## src/rtl/eep_pkg.sv

```systemverilog
// Shared types for the two-wire serial EEPROM slave.
// Assumes: one-byte word addresses and byte-wide data.
package eep_pkg;
    // Bit-level protocol state of the slave
    typedef enum logic [2:0] {
        ST_IDLE,
        ST_RX,
        ST_ACK,
        ST_TX,
        ST_TXACK
    } bus_state_t;

    // Meaning of the byte currently being received
    typedef enum logic [1:0] {
        PH_DEV,
        PH_WORD,
        PH_DATA
    } phase_t;
endpackage

```

## src/rtl/eep_bus_sync.sv

```systemverilog
// Synchronises the bus clock and data lines into the system clock domain
// and flags bus-clock edges and START/STOP conditions.
// Assumes: STAGES >= 2, and bus phases last several system clocks.
module eep_bus_sync #(
    parameter int STAGES = 2
) (
    input  logic clk,
    input  logic rst_n,
    input  logic scl_i,
    input  logic sda_i,
    output logic scl_s,
    output logic sda_s,
    output logic scl_rise,
    output logic scl_fall,
    output logic start_det,
    output logic stop_det
);
    logic [STAGES-1:0] scl_pipe;
    logic [STAGES-1:0] sda_pipe;
    logic              scl_q;
    logic              sda_q;

    // Synchroniser chains; reset to the idle (high) bus level
    always_ff @(posedge clk) begin
        if (!rst_n) begin
            scl_pipe <= '1;
            sda_pipe <= '1;
            scl_q    <= 1'b1;
            sda_q    <= 1'b1;
        end else begin
            scl_pipe <= {scl_pipe[STAGES-2:0], scl_i};
            sda_pipe <= {sda_pipe[STAGES-2:0], sda_i};
            scl_q    <= scl_pipe[STAGES-1];
            sda_q    <= sda_pipe[STAGES-1];
        end
    end

    // Edge and condition flags from the last two synchronised samples
    always_comb begin
        scl_s     = scl_pipe[STAGES-1];
        sda_s     = sda_pipe[STAGES-1];
        scl_rise  = scl_s & ~scl_q;
        scl_fall  = ~scl_s & scl_q;
        start_det = scl_s & scl_q & sda_q & ~sda_s;
        stop_det  = scl_s & scl_q & ~sda_q & sda_s;
    end
endmodule

```

## src/rtl/eep_page_buf.sv

```systemverilog
// Circular page buffer that keeps the newest DEPTH bytes of a write.
// A push into a full buffer evicts the oldest entry. rd_idx counts from
// the oldest kept entry. Assumes: DEPTH is a power of two; storage
// cells carry no reset, since only pushed cells are ever read.
module eep_page_buf #(
    parameter int DEPTH = 16,
    parameter int DW    = 8,
    localparam int IW   = $clog2(DEPTH),
    localparam int CW   = $clog2(DEPTH + 1)
) (
    input  logic          clk,
    input  logic          rst_n,
    input  logic          clr,
    input  logic          push,
    input  logic [DW-1:0] din,
    input  logic [IW-1:0] rd_idx,
    output logic [DW-1:0] rd_data,
    output logic [CW-1:0] count
);
    logic [DW-1:0] cells [DEPTH];
    logic [IW-1:0] wr_ptr;
    logic [IW-1:0] oldest;

    // Write pointer and fill count, saturating at DEPTH
    always_ff @(posedge clk) begin
        if (!rst_n) begin
            wr_ptr <= '0;
            count  <= '0;
        end else if (clr) begin
            wr_ptr <= '0;
            count  <= '0;
        end else if (push) begin
            wr_ptr <= wr_ptr + IW'(1);
            if (count != CW'(DEPTH)) count <= count + CW'(1);
        end
    end

    // Storage write
    always_ff @(posedge clk) begin
        if (push && !clr) cells[wr_ptr] <= din;
    end

    // Read relative to the oldest kept entry
    always_comb begin
        oldest  = wr_ptr - IW'(count);
        rd_data = cells[oldest + rd_idx];
    end


    fill_bound_chk: assert property (@(posedge clk) disable iff (!rst_n)
        count <= CW'(DEPTH));

    full_keep_chk: assert property (@(posedge clk) disable iff (!rst_n)
        (push && !clr && count == CW'(DEPTH)) |=> (count == CW'(DEPTH)));
endmodule

```

## src/rtl/eep_mem_array.sv

```systemverilog
// Byte-wide storage array with one synchronous write port and one
// combinational read port. Resets to the erased value.
// Assumes: 2**AW entries stay small (a few hundred).
module eep_mem_array #(
    parameter int          AW        = 8,
    parameter int          DW        = 8,
    parameter logic [7:0]  ERASE_VAL = 8'hFF,
    localparam int         NWORDS    = 1 << AW
) (
    input  logic          clk,
    input  logic          rst_n,
    input  logic          we,
    input  logic [AW-1:0] waddr,
    input  logic [DW-1:0] wdata,
    input  logic [AW-1:0] raddr,
    output logic [DW-1:0] rdata
);
    logic [DW-1:0] words [NWORDS];

    // Erase on reset, otherwise accept one write per clock
    always_ff @(posedge clk) begin
        if (!rst_n) begin
            for (int i = 0; i < NWORDS; i++) words[i] <= DW'(ERASE_VAL);
        end else if (we) begin
            words[waddr] <= wdata;
        end
    end

    // Asynchronous read
    assign rdata = words[raddr];
endmodule

```

## src/rtl/eeprom_i2c_slave.sv

```systemverilog
// Two-wire serial EEPROM slave. It frames bytes from synchronised bus
// samples and acknowledges by pulling SDA low. Write bytes are buffered
// and copied into the array after STOP, then a timed programming period
// runs during which no byte is acknowledged. Reads are served from an
// auto-incrementing pointer. Assumes: 7-bit addressing, one master, no
// clock stretching, each bus phase lasting several system clocks.
module eeprom_i2c_slave
    import eep_pkg::*;
#(
    parameter int         PAGE_DEPTH  = 16,
    parameter int         BUSY_CYCLES = 3000,
    parameter int         SYNC_STAGES = 2,
    parameter logic [3:0] DEV_TYPE    = 4'b1010,
    localparam int        AW          = 8,
    localparam int        IW          = $clog2(PAGE_DEPTH),
    localparam int        CW          = $clog2(PAGE_DEPTH + 1),
    localparam int        BW          = $clog2(BUSY_CYCLES + 1)
) (
    input  logic       clk,
    input  logic       rst_n,
    input  logic       scl_i,
    input  logic       sda_i,
    input  logic [2:0] dev_sel,
    output logic       sda_oe
);
    logic scl_s, sda_s, scl_rise, scl_fall, start_det, stop_det;

    bus_state_t    state;
    phase_t        phase;
    logic [7:0]    shreg;
    logic [3:0]    bitcnt;
    logic          rw;
    logic [7:0]    txreg;
    logic          m_acked;
    logic [AW-1:0] ptr;
    logic [AW-1:0] wbase;
    logic          oe_r;

    logic          commit_on;
    logic [CW-1:0] cidx;
    logic [BW-1:0] busy_cnt;
    logic          busy;

    logic          byte_done, dev_hit, buf_push, buf_clr, commit_last;
    logic [CW-1:0] buf_cnt;
    logic [7:0]    buf_rdata;
    logic [AW-1:0] mem_waddr;
    logic [7:0]    mem_rdata;

    eep_bus_sync #(.STAGES(SYNC_STAGES)) u_sync (
        .clk(clk), .rst_n(rst_n), .scl_i(scl_i), .sda_i(sda_i),
        .scl_s(scl_s), .sda_s(sda_s), .scl_rise(scl_rise),
        .scl_fall(scl_fall), .start_det(start_det), .stop_det(stop_det)
    );

    eep_page_buf #(.DEPTH(PAGE_DEPTH), .DW(8)) u_buf (
        .clk(clk), .rst_n(rst_n), .clr(buf_clr), .push(buf_push),
        .din(shreg), .rd_idx(cidx[IW-1:0]), .rd_data(buf_rdata),
        .count(buf_cnt)
    );

    eep_mem_array #(.AW(AW), .DW(8), .ERASE_VAL(8'hFF)) u_mem (
        .clk(clk), .rst_n(rst_n), .we(commit_on), .waddr(mem_waddr),
        .wdata(buf_rdata), .raddr(ptr), .rdata(mem_rdata)
    );

    // Byte-level events decoded from the protocol state
    always_comb begin
        byte_done   = (state == ST_RX) && scl_fall && (bitcnt == 4'd8);
        busy        = commit_on || (busy_cnt != '0);
        dev_hit     = (shreg[7:1] == {DEV_TYPE, dev_sel}) && !busy;
        buf_push    = byte_done && (phase == PH_DATA);
        commit_last = commit_on && (cidx == buf_cnt - CW'(1));
        buf_clr     = (byte_done && (phase == PH_WORD)) || commit_last;
        mem_waddr   = wbase + AW'(cidx);
        sda_oe      = oe_r;
    end

    // Commit engine: copy buffer to array after STOP, then time the busy period
    always_ff @(posedge clk) begin
        if (!rst_n) begin
            commit_on <= 1'b0;
            cidx      <= '0;
            busy_cnt  <= '0;
        end else if (commit_on) begin
            if (commit_last) begin
                commit_on <= 1'b0;
                busy_cnt  <= BW'(BUSY_CYCLES);
            end else begin
                cidx <= cidx + CW'(1);
            end
        end else if (busy_cnt != '0) begin
            busy_cnt <= busy_cnt - BW'(1);
        end else if (stop_det && (buf_cnt != '0)) begin
            commit_on <= 1'b1;
            cidx      <= '0;
        end
    end

    // Protocol engine: framing, acknowledge and read-data drive
    always_ff @(posedge clk) begin
        if (!rst_n) begin
            state   <= ST_IDLE;
            phase   <= PH_DEV;
            shreg   <= '0;
            bitcnt  <= '0;
            rw      <= 1'b0;
            txreg   <= '0;
            m_acked <= 1'b0;
            ptr     <= '0;
            wbase   <= '0;
            oe_r    <= 1'b0;
        end else if (stop_det) begin
            state <= ST_IDLE;
            oe_r  <= 1'b0;
        end else if (start_det) begin
            state  <= ST_RX;
            phase  <= PH_DEV;
            bitcnt <= '0;
            oe_r   <= 1'b0;
        end else begin
            case (state)
                ST_RX: begin
                    if (scl_rise && bitcnt != 4'd8) begin
                        shreg  <= {shreg[6:0], sda_s};
                        bitcnt <= bitcnt + 4'd1;
                    end else if (byte_done) begin
                        bitcnt <= '0;
                        case (phase)
                            PH_DEV: begin
                                if (dev_hit) begin
                                    rw    <= shreg[0];
                                    state <= ST_ACK;
                                    oe_r  <= 1'b1;
                                end else begin
                                    state <= ST_IDLE;
                                end
                            end
                            PH_WORD: begin
                                ptr   <= shreg;
                                wbase <= shreg;
                                state <= ST_ACK;
                                oe_r  <= 1'b1;
                            end
                            default: begin
                                state <= ST_ACK;
                                oe_r  <= 1'b1;
                            end
                        endcase
                    end
                end
                ST_ACK: begin
                    if (scl_fall) begin
                        bitcnt <= '0;
                        if (phase == PH_DEV && rw) begin
                            state <= ST_TX;
                            txreg <= mem_rdata;
                            oe_r  <= ~mem_rdata[7];
                        end else begin
                            state <= ST_RX;
                            oe_r  <= 1'b0;
                            phase <= (phase == PH_DEV) ? PH_WORD : PH_DATA;
                        end
                    end
                end
                ST_TX: begin
                    if (scl_fall) begin
                        if (bitcnt == 4'd7) begin
                            state <= ST_TXACK;
                            oe_r  <= 1'b0;
                            ptr   <= ptr + AW'(1);
                        end else begin
                            txreg  <= {txreg[6:0], 1'b0};
                            oe_r   <= ~txreg[6];
                            bitcnt <= bitcnt + 4'd1;
                        end
                    end
                end
                ST_TXACK: begin
                    if (scl_rise) begin
                        m_acked <= ~sda_s;
                    end else if (scl_fall) begin
                        bitcnt <= '0;
                        if (m_acked) begin
                            state <= ST_TX;
                            txreg <= mem_rdata;
                            oe_r  <= ~mem_rdata[7];
                        end else begin
                            state <= ST_IDLE;
                        end
                    end
                end
                default: begin
                    oe_r <= 1'b0;
                end
            endcase
        end
    end


    stop_release_chk: assert property (@(posedge clk) disable iff (!rst_n)
        stop_det |=> !sda_oe);

    drive_low_phase_chk: assert property (@(posedge clk) disable iff (!rst_n)
        $rose(sda_oe) |-> !$past(scl_s));

    busy_silent_chk: assert property (@(posedge clk) disable iff (!rst_n)
        busy |-> !sda_oe);

    busy_countdown_chk: assert property (@(posedge clk) disable iff (!rst_n)
        (busy_cnt != '0) |=> (busy_cnt == $past(busy_cnt) - BW'(1)));

    ptr_wrap_chk: assert property (@(posedge clk) disable iff (!rst_n)
        (state == ST_TX && scl_fall && bitcnt == 4'd7 && ptr == 8'hFF)
        |=> (ptr == 8'h00));
endmodule

```

## config.mk

```make
export PLATFORM = sky130hd
export DESIGN_NAME = eeprom_i2c_slave
export DESIGN_NICKNAME = d
export VERILOG_FILES = /design/src/rtl/eep_pkg.sv /design/src/rtl/eep_bus_sync.sv /design/src/rtl/eep_page_buf.sv /design/src/rtl/eep_mem_array.sv /design/src/rtl/eeprom_i2c_slave.sv
export SDC_FILE = /design/constraint.sdc
export NUM_CORES = 2
export LEC_CHECK = 0
export ABC_AREA = 1
export BUFFER_PORTS_ARGS = -buffer_cell sky130_fd_sc_hd__buf_2
export CORE_ASPECT_RATIO = 0.9
export CORE_MARGIN = 2
export CORE_UTILIZATION = 41
export DETAILED_ROUTE_END_ITERATION = 7
export PLACE_DENSITY_LB_ADDON = 0.3
export SYNTH_ARGS = -nofsm -noshare
export SYNTH_HDL_FRONTEND = slang
export SYNTH_SLANG_ARGS = --single-unit
```

## constraint.sdc

```tcl
create_clock -name clk -period 4.1 [get_ports clk]
set_input_delay 0 -clock clk [delete_from_list [all_inputs] [get_ports clk]]
set_output_delay 0 -clock clk [all_outputs]
set_load 0.03 [all_outputs]
```

Yosys cells after proc, flatten, opt, wreduce, memory -nomap -nowiden:

Memory sizes are Yosys's and may differ from the RTL's. A register that Yosys moved wholly into a read port is not among the register bits.
Index checks and enable logic that the tools add are counted.

* register bits after elaboration: 76
* bits in writable memories: 2176
* bits of input ports: 7
* output and inout bits: 1
* word-level logic and storage cells: 203
* memories kept: 2

Memories
* u_mem.words: depth 256, width 8, read ports 1, clocked after memory_dff 1, wr ports 256, line eep_mem_array.sv:18 `logic [DW-1:0] words [NWORDS];`
* u_buf.cells: depth 16, width 8, read ports 1, clocked after memory_dff 0, wr ports 1, line eep_page_buf.sv:20 `logic [DW-1:0] cells [DEPTH];`

* add/sub/neg operators: 10
* equality and inequality tests: 37
* mux-type cells: 74
* bitwise gates (word level): 17
* reduce and logical (&&, ||, !) cells: 43

Operator list (number)
* two-way mux 8 bit: 9
* two-way mux 7 bit: 7
* two-way mux 12 bit: 3
* AND reduction 8 bit: 4
* two-way mux 4 bit: 7
* != test 3 bit (second input constant): 9
* != test 2 bit (second input constant): 13
* two-way mux 3 bit: 8
* two-way mux 1 bit: 23
* one-hot mux 7 bit (3 select lines): 1
* two-way mux 5 bit: 4
* two-way mux 2 bit: 8
* one-hot mux 4 bit (4 select lines): 1
* one-hot mux 8 bit (2 select lines): 1
* one-hot mux 3 bit (4 select lines): 1
* AND reduction 4 bit: 3
* AND reduction 6 bit: 2
* nonzero test 12 bit: 1
* subtractor 12 x 1 -> 12 bit (second input constant): 1
* adder 5 x 1 -> 5 bit (second input constant): 2
* logical AND 1 bit: 10
* inverter 1 bit: 10
* AND reduction 10 bit: 1
* nonzero test 2 bit: 5
* other kinds (33): 47

Logic depth before layout (Yosys ltp):

* depth after elaboration: 10
* mapped depth: 18

By module:

Synthesis repeated with hierarchy kept, for this count alone.

* cells, all modules: 10958
* area, all modules: 104400.1 µm²

By module, submodules not included
* eep_mem_array: times used 1, cells an instance 9647, area each 93873.8 µm², seq. area each 61499.0 µm²
* eep_page_buf: times used 1, cells an instance 676, area each 6349.8 µm², seq. area each 4023.9 µm²
* eeprom_i2c_slave: times used 1, cells an instance 608, area each 3977.6 µm², seq. area each 1221.2 µm²
* eep_bus_sync: times used 1, cells an instance 27, area each 198.9 µm², seq. area each 120.1 µm²

Least setup slack after synthesis:

Ideal clock, no wire load.

* path kind: reg-to-reg
* start point: reg cidx[1]
* end point: mem u_mem.words[192][6] (data pin)
* library setup time: 0.261 ns
* arrival time: 3.127 ns
* data required time: 3.839 ns
* setup slack: 0.712 ns
* cell stages (with the launch flop): 13
* buffers on the path: 4
* clock period less this slack: 3.388 ns
* path through: dfxtp_1 -> inv_1 -> fa_1 -> inv_1 -> fa_1 -> clkbuf_1 -> buf_1 -> o32ai_1 -> mux2_2 -> o21ai_1 -> buf_2 -> buf_2 -> nand2_1

RTL lines
* start: declaration: line eeprom_i2c_slave.sv:40 `logic [CW-1:0] cidx;`
* start signal: assignment: line eeprom_i2c_slave.sv:90 `cidx <= cidx + CW'(1);`
* end: declaration: line eep_mem_array.sv:18

==> metrics.json <==
{
  "outcome": {"value": "completed"},
  "grt_pass1_wl": {"value": 465700, "unit": "um"},
  "initial_antenna_violation_count": {"value": 10},
  "cts.clk_slew.worst_paths": {"value": 60, "unit": "ps"},
  "powerDensity": {"value": 443.1, "unit": "mW/mm2"},
  "number_of_vias_per_cell_after_detailed_routing": {"value": 5.592},
  "count_of_endpoints_failing_hold_in_the_final_timing_report": {"value": 0},
  "die_y": {"value": 483.2, "unit": "um"},
  "tightest_slew_margin_relative_to_the_limit": {"value": 9.217, "unit": "%"},
  "synthDistinctLibCells": {"value": 49},
  "finalWorstPathRequiredPeriod": {"value": 3930, "unit": "ps"},
  "unrepaired_setup_endpoints_after_global_routing": {"value": "no"},
  "yosysTopAreaCellShare": {"value": 62.46, "unit": "%"},
  "postSynth.topFlopCell": {"value": "sky130_fd_sc_hd__edfxtp_1"},
  "crit_buf_inv": {"value": 5},
  "netlist_top_cells_area": {"value": "sky130_fd_sc_hd__edfxtp_1, sky130_fd_sc_hd__nand2_1, sky130_fd_sc_hd__nand3_1, sky130_fd_sc_hd__dfxtp_1, sky130_fd_sc_hd__buf_2"},
  "globalRouteTotalUtil": {"value": 23.50, "unit": "%"},
  "routed-via-count": {"value": 78730},
  "top_level_ports": {"value": 8},
  "holdCritPathClass": {"value": "in -> reg"},
  "timing.final.crit_share": {"value": 95.84, "unit": "%"},
  "floorplan.initialDensity": {"value": 41.33, "unit": "%"},
  "port-buffer-count": {"value": 7},
  "skew_final": {"value": 46.74, "unit": "ps"},
  "detailed_place_hpwl": {"value": 191400, "unit": "um"},
  "design_power_total": {"value": 52.34, "unit": "mW"},
  "grt_start_max_net_pins": {"value": 149},
  "first_global_vias": {"value": 74850},
  "share_of_flip_flops_with_an_asynchronous_set_or_reset": {"value": 0, "unit": "%"},
  "nFillCells": {"value": 23390},
  "fp.dieArea": {"value": 0.2592, "unit": "mm2"},
  "worst_setup_path_end_kind": {"value": "flop"},
  "synth_area_leader_cell": {"value": "sky130_fd_sc_hd__edfxtp_1"},
  "final_net_count": {"value": 10550},
  "total_wire_length": {"value": 310700, "unit": "um"},
  "worst_ep_arrival_time": {"value": 4530, "unit": "ps"},
  "synth_commonest_cells": {"value": "sky130_fd_sc_hd__nand2_1, sky130_fd_sc_hd__edfxtp_1, sky130_fd_sc_hd__nand3_1"},
  "layout-area-overhead-vs-synth": {"value": 12.92, "unit": "%"},
  "setup.worst_path.class": {"value": "reg -> reg"},
  "drt_pre_antenna_iters": {"value": 8},
  "register_area": {"value": 0.06704, "unit": "mm2"},
  "final-setup-viol-count": {"value": 0},
  "routability_congestion_estimate_from_global_placement": {"value": 0.9179},
  "leakagePower": {"value": 40.25, "unit": "nW"},
  "synth_edf_count": {"value": 2176},
  "peakVddDrop": {"value": 381.7, "unit": "uV"},
  "critical_path.slowest_cell": {"value": "sky130_fd_sc_hd__fa_2"},
  "first_iter_violations": {"value": 10130},
  "clk_root_buffer_cell": {"value": "sky130_fd_sc_hd__clkbuf_16"},
  "detail_route.wl_per_cell": {"value": 22.07, "unit": "um"},
  "drc": {"value": 0},
  "ys.warnings.count": {"value": 0},
  "tritoncts_num_sinks": {"value": 2260},
  "yosysSeqAreaShare": {"value": 64.07, "unit": "%"},
  "drt.antenna.violating_nets": {"value": 0},
  "post_synthesis_sequential_element_count": {"value": 2260},
  "post_route_cells_drive_above_1_share": {"value": 10.85, "unit": "%"},
  "fmaxAchievable": {"value": 254.5, "unit": "MHz"},
  "cts_max_level": {"value": 4},
  "worst_path_dominant_cell_family": {"value": "adder cells"},
  "critPathLaunchType": {"value": "flop"},
  "number_of_standard_cells_after_synthesis": {"value": 10580},
  "die-width": {"value": 536.5, "unit": "um"},
  "core": {"value": 0.2531, "unit": "mm2"},
  "post_synth_instance_area": {"value": 0.1046, "unit": "mm2"},
  "crit_fanout": {"value": 64},
  "yosys.cell_count.top_type": {"value": "sky130_fd_sc_hd__nand2_1"},
  "multi_input_comb_area": {"value": 0.03353, "unit": "mm2"},
  "timing.final.max_slew_violations": {"value": 0},
  "count_of_maximum_capacitance_violations": {"value": 0},
  "grt.overflow.total": {"value": 0},
  "stage_delay_of_the_slowest_cell_on_the_critical_path": {"value": 590, "unit": "ps"},
  "critical_path_required": {"value": 4700, "unit": "ps"},
  "cp_cell_sequence": {"value": "inv_1 -> ha_1 -> inv_1 -> ha_2 -> fa_2 -> buf_12 -> o32ai_1 -> mux2_2 -> o21ai_4 -> buf_4 -> buf_12 -> nand2_1"},
  "floorplan.rows": {"value": 175},
  "clk_latency": {"value": 890, "unit": "ps"},
  "buffer_levels_on_the_longest_clock_path": {"value": 3},
  "tritoncts_clock_tree": {"value": "built"},
  "setup_total_negative_slack": {"value": 0, "unit": "ps"},
  "postSynthAreaPerCell": {"value": 9.884, "unit": "um2"},
  "max_slew.worst_pin.slew": {"value": 1348, "unit": "ps"},
  "cts_bufs_inserted": {"value": 234},
  "synth.net_count": {"value": 10620}
}
area by class of cell:
cell class              count  area share [%]
diodes                      1        0.002118
inverters                 149          0.5105
clock buffers             296           5.262
multi-input cells        7344           28.38
flip-flops and latches   2260           56.75
repair buffers            524           4.439
clock inverters           142           1.087
well taps                3363           3.562
stage by stage:
stage	utilization [%]	area (um2)	std cells	setup slack, ps	hold WS [ps]
floorplan	-	104600	10580	712.0	106.6
global placement	43.63	110400	13630	72.35	199.6
detailed placement	43.63	110400	13630	91.53	205.4
CTS	46.63	118000	14070	72.50	151.5
global route	46.67	118100	14080	27.32	240.8
finish	46.67	118100	14080	170.5	200.7
path summary, 6_finish.rpt:
path / from / endpoint / slack (ps) / depth (start not counted)
max: u_buf.wr_ptr[0] / u_mem.words[29][0] / 170 / 12
min: rst_n / u_mem.words[71][0] / 200 / 4
max reg2reg: u_buf.wr_ptr[0] / u_mem.words[29][0] / 170 / 12
min reg2reg: u_sync.sda_pipe[1] / m_acked / 450 / 1
flip-flops by register name (all words and copies together), names as in the netlist, 2 cells and up, named ones only:
| register | flops |
|---|---|
| u_buf.cells | 128 |
| shreg | 8 |
| state | 3 |
| u_mem.words | 2048 |
| ptr | 8 |
| u_buf.count | 5 |
| wbase | 8 |
| phase | 2 |
| busy_cnt | 12 |
| bitcnt | 4 |
| cidx | 5 |
| txreg | 7 |
| u_sync.scl_pipe | 2 |
| u_sync.sda_pipe | 2 |
| u_buf.wr_ptr | 4 |
logic make-up (layout without fill, tap and decap cells):
group	after synthesis	after routing	synth area share [%]
simple gates	6836	6836	28.95
flops	2260	2260	64.07
buf+inv	980	1111	4.010
compound gates	450	450	2.338
fa+ha+maj	25	25	0.3277
xor+xnor	25	25	0.2237
mux	8	8	0.08612
other cells	0	1	0
metal layers:
layer | GRT usage (%) | up-vias | share of wire, %
li1 | - | 35960 | -
met1 | 33.30 | 38380 | 41
met2 | 36.45 | 3880 | 46
met3 | 4.220 | 508 | 10
met4 | 7.658 | 6 | 3.2
met5 | 0 | - | 0.013
report_power, final:
group / switching (mW) / internal, mW
clock: 9.14 / 11.9
combinational: 3.62 / 1.49
sequential: 0.298 / 25.9
cells in the final DEF, fill, tap and decap left out, types with 56 or more instances in the layout:
cell / n
sky130_fd_sc_hd__buf_4: 403
sky130_fd_sc_hd__a21oi_1: 57
sky130_fd_sc_hd__clkbuf_1: 56
sky130_fd_sc_hd__nand2_1: 4221
sky130_fd_sc_hd__dfxtp_1: 78
sky130_fd_sc_hd__o21ai_0: 312
sky130_fd_sc_hd__nor2_2: 70
sky130_fd_sc_hd__nor2_4: 88
sky130_fd_sc_hd__clkinv_1: 69
sky130_fd_sc_hd__buf_12: 101
sky130_fd_sc_hd__nand3_1: 2057
sky130_fd_sc_hd__edfxtp_1: 2176
sky130_fd_sc_hd__nor2_1: 244
sky130_fd_sc_hd__inv_1: 119
sky130_fd_sc_hd__clkbuf_16: 240
sky130_fd_sc_hd__nor2_8: 60
timing repair:
item,CTS,global route
hold buffers,9,0
hold endpoints to repair,200,0
setup endpoints to repair,0,440
buffers inserted,0,5
gates resized for setup,0,8
worst register-to-register path, stage by stage, from the launching register on:
cell	delay, ps
sky130_fd_sc_hd__dfxtp_1	400
sky130_fd_sc_hd__inv_1	130
sky130_fd_sc_hd__ha_1	290
sky130_fd_sc_hd__inv_1	50
sky130_fd_sc_hd__ha_2	190
sky130_fd_sc_hd__fa_2	590
sky130_fd_sc_hd__buf_12	260
sky130_fd_sc_hd__o32ai_1	190
sky130_fd_sc_hd__mux2_2	310
sky130_fd_sc_hd__o21ai_4	550
sky130_fd_sc_hd__buf_4	260
sky130_fd_sc_hd__buf_12	260
sky130_fd_sc_hd__nand2_1	200
(Power assumes the default switching activity.)
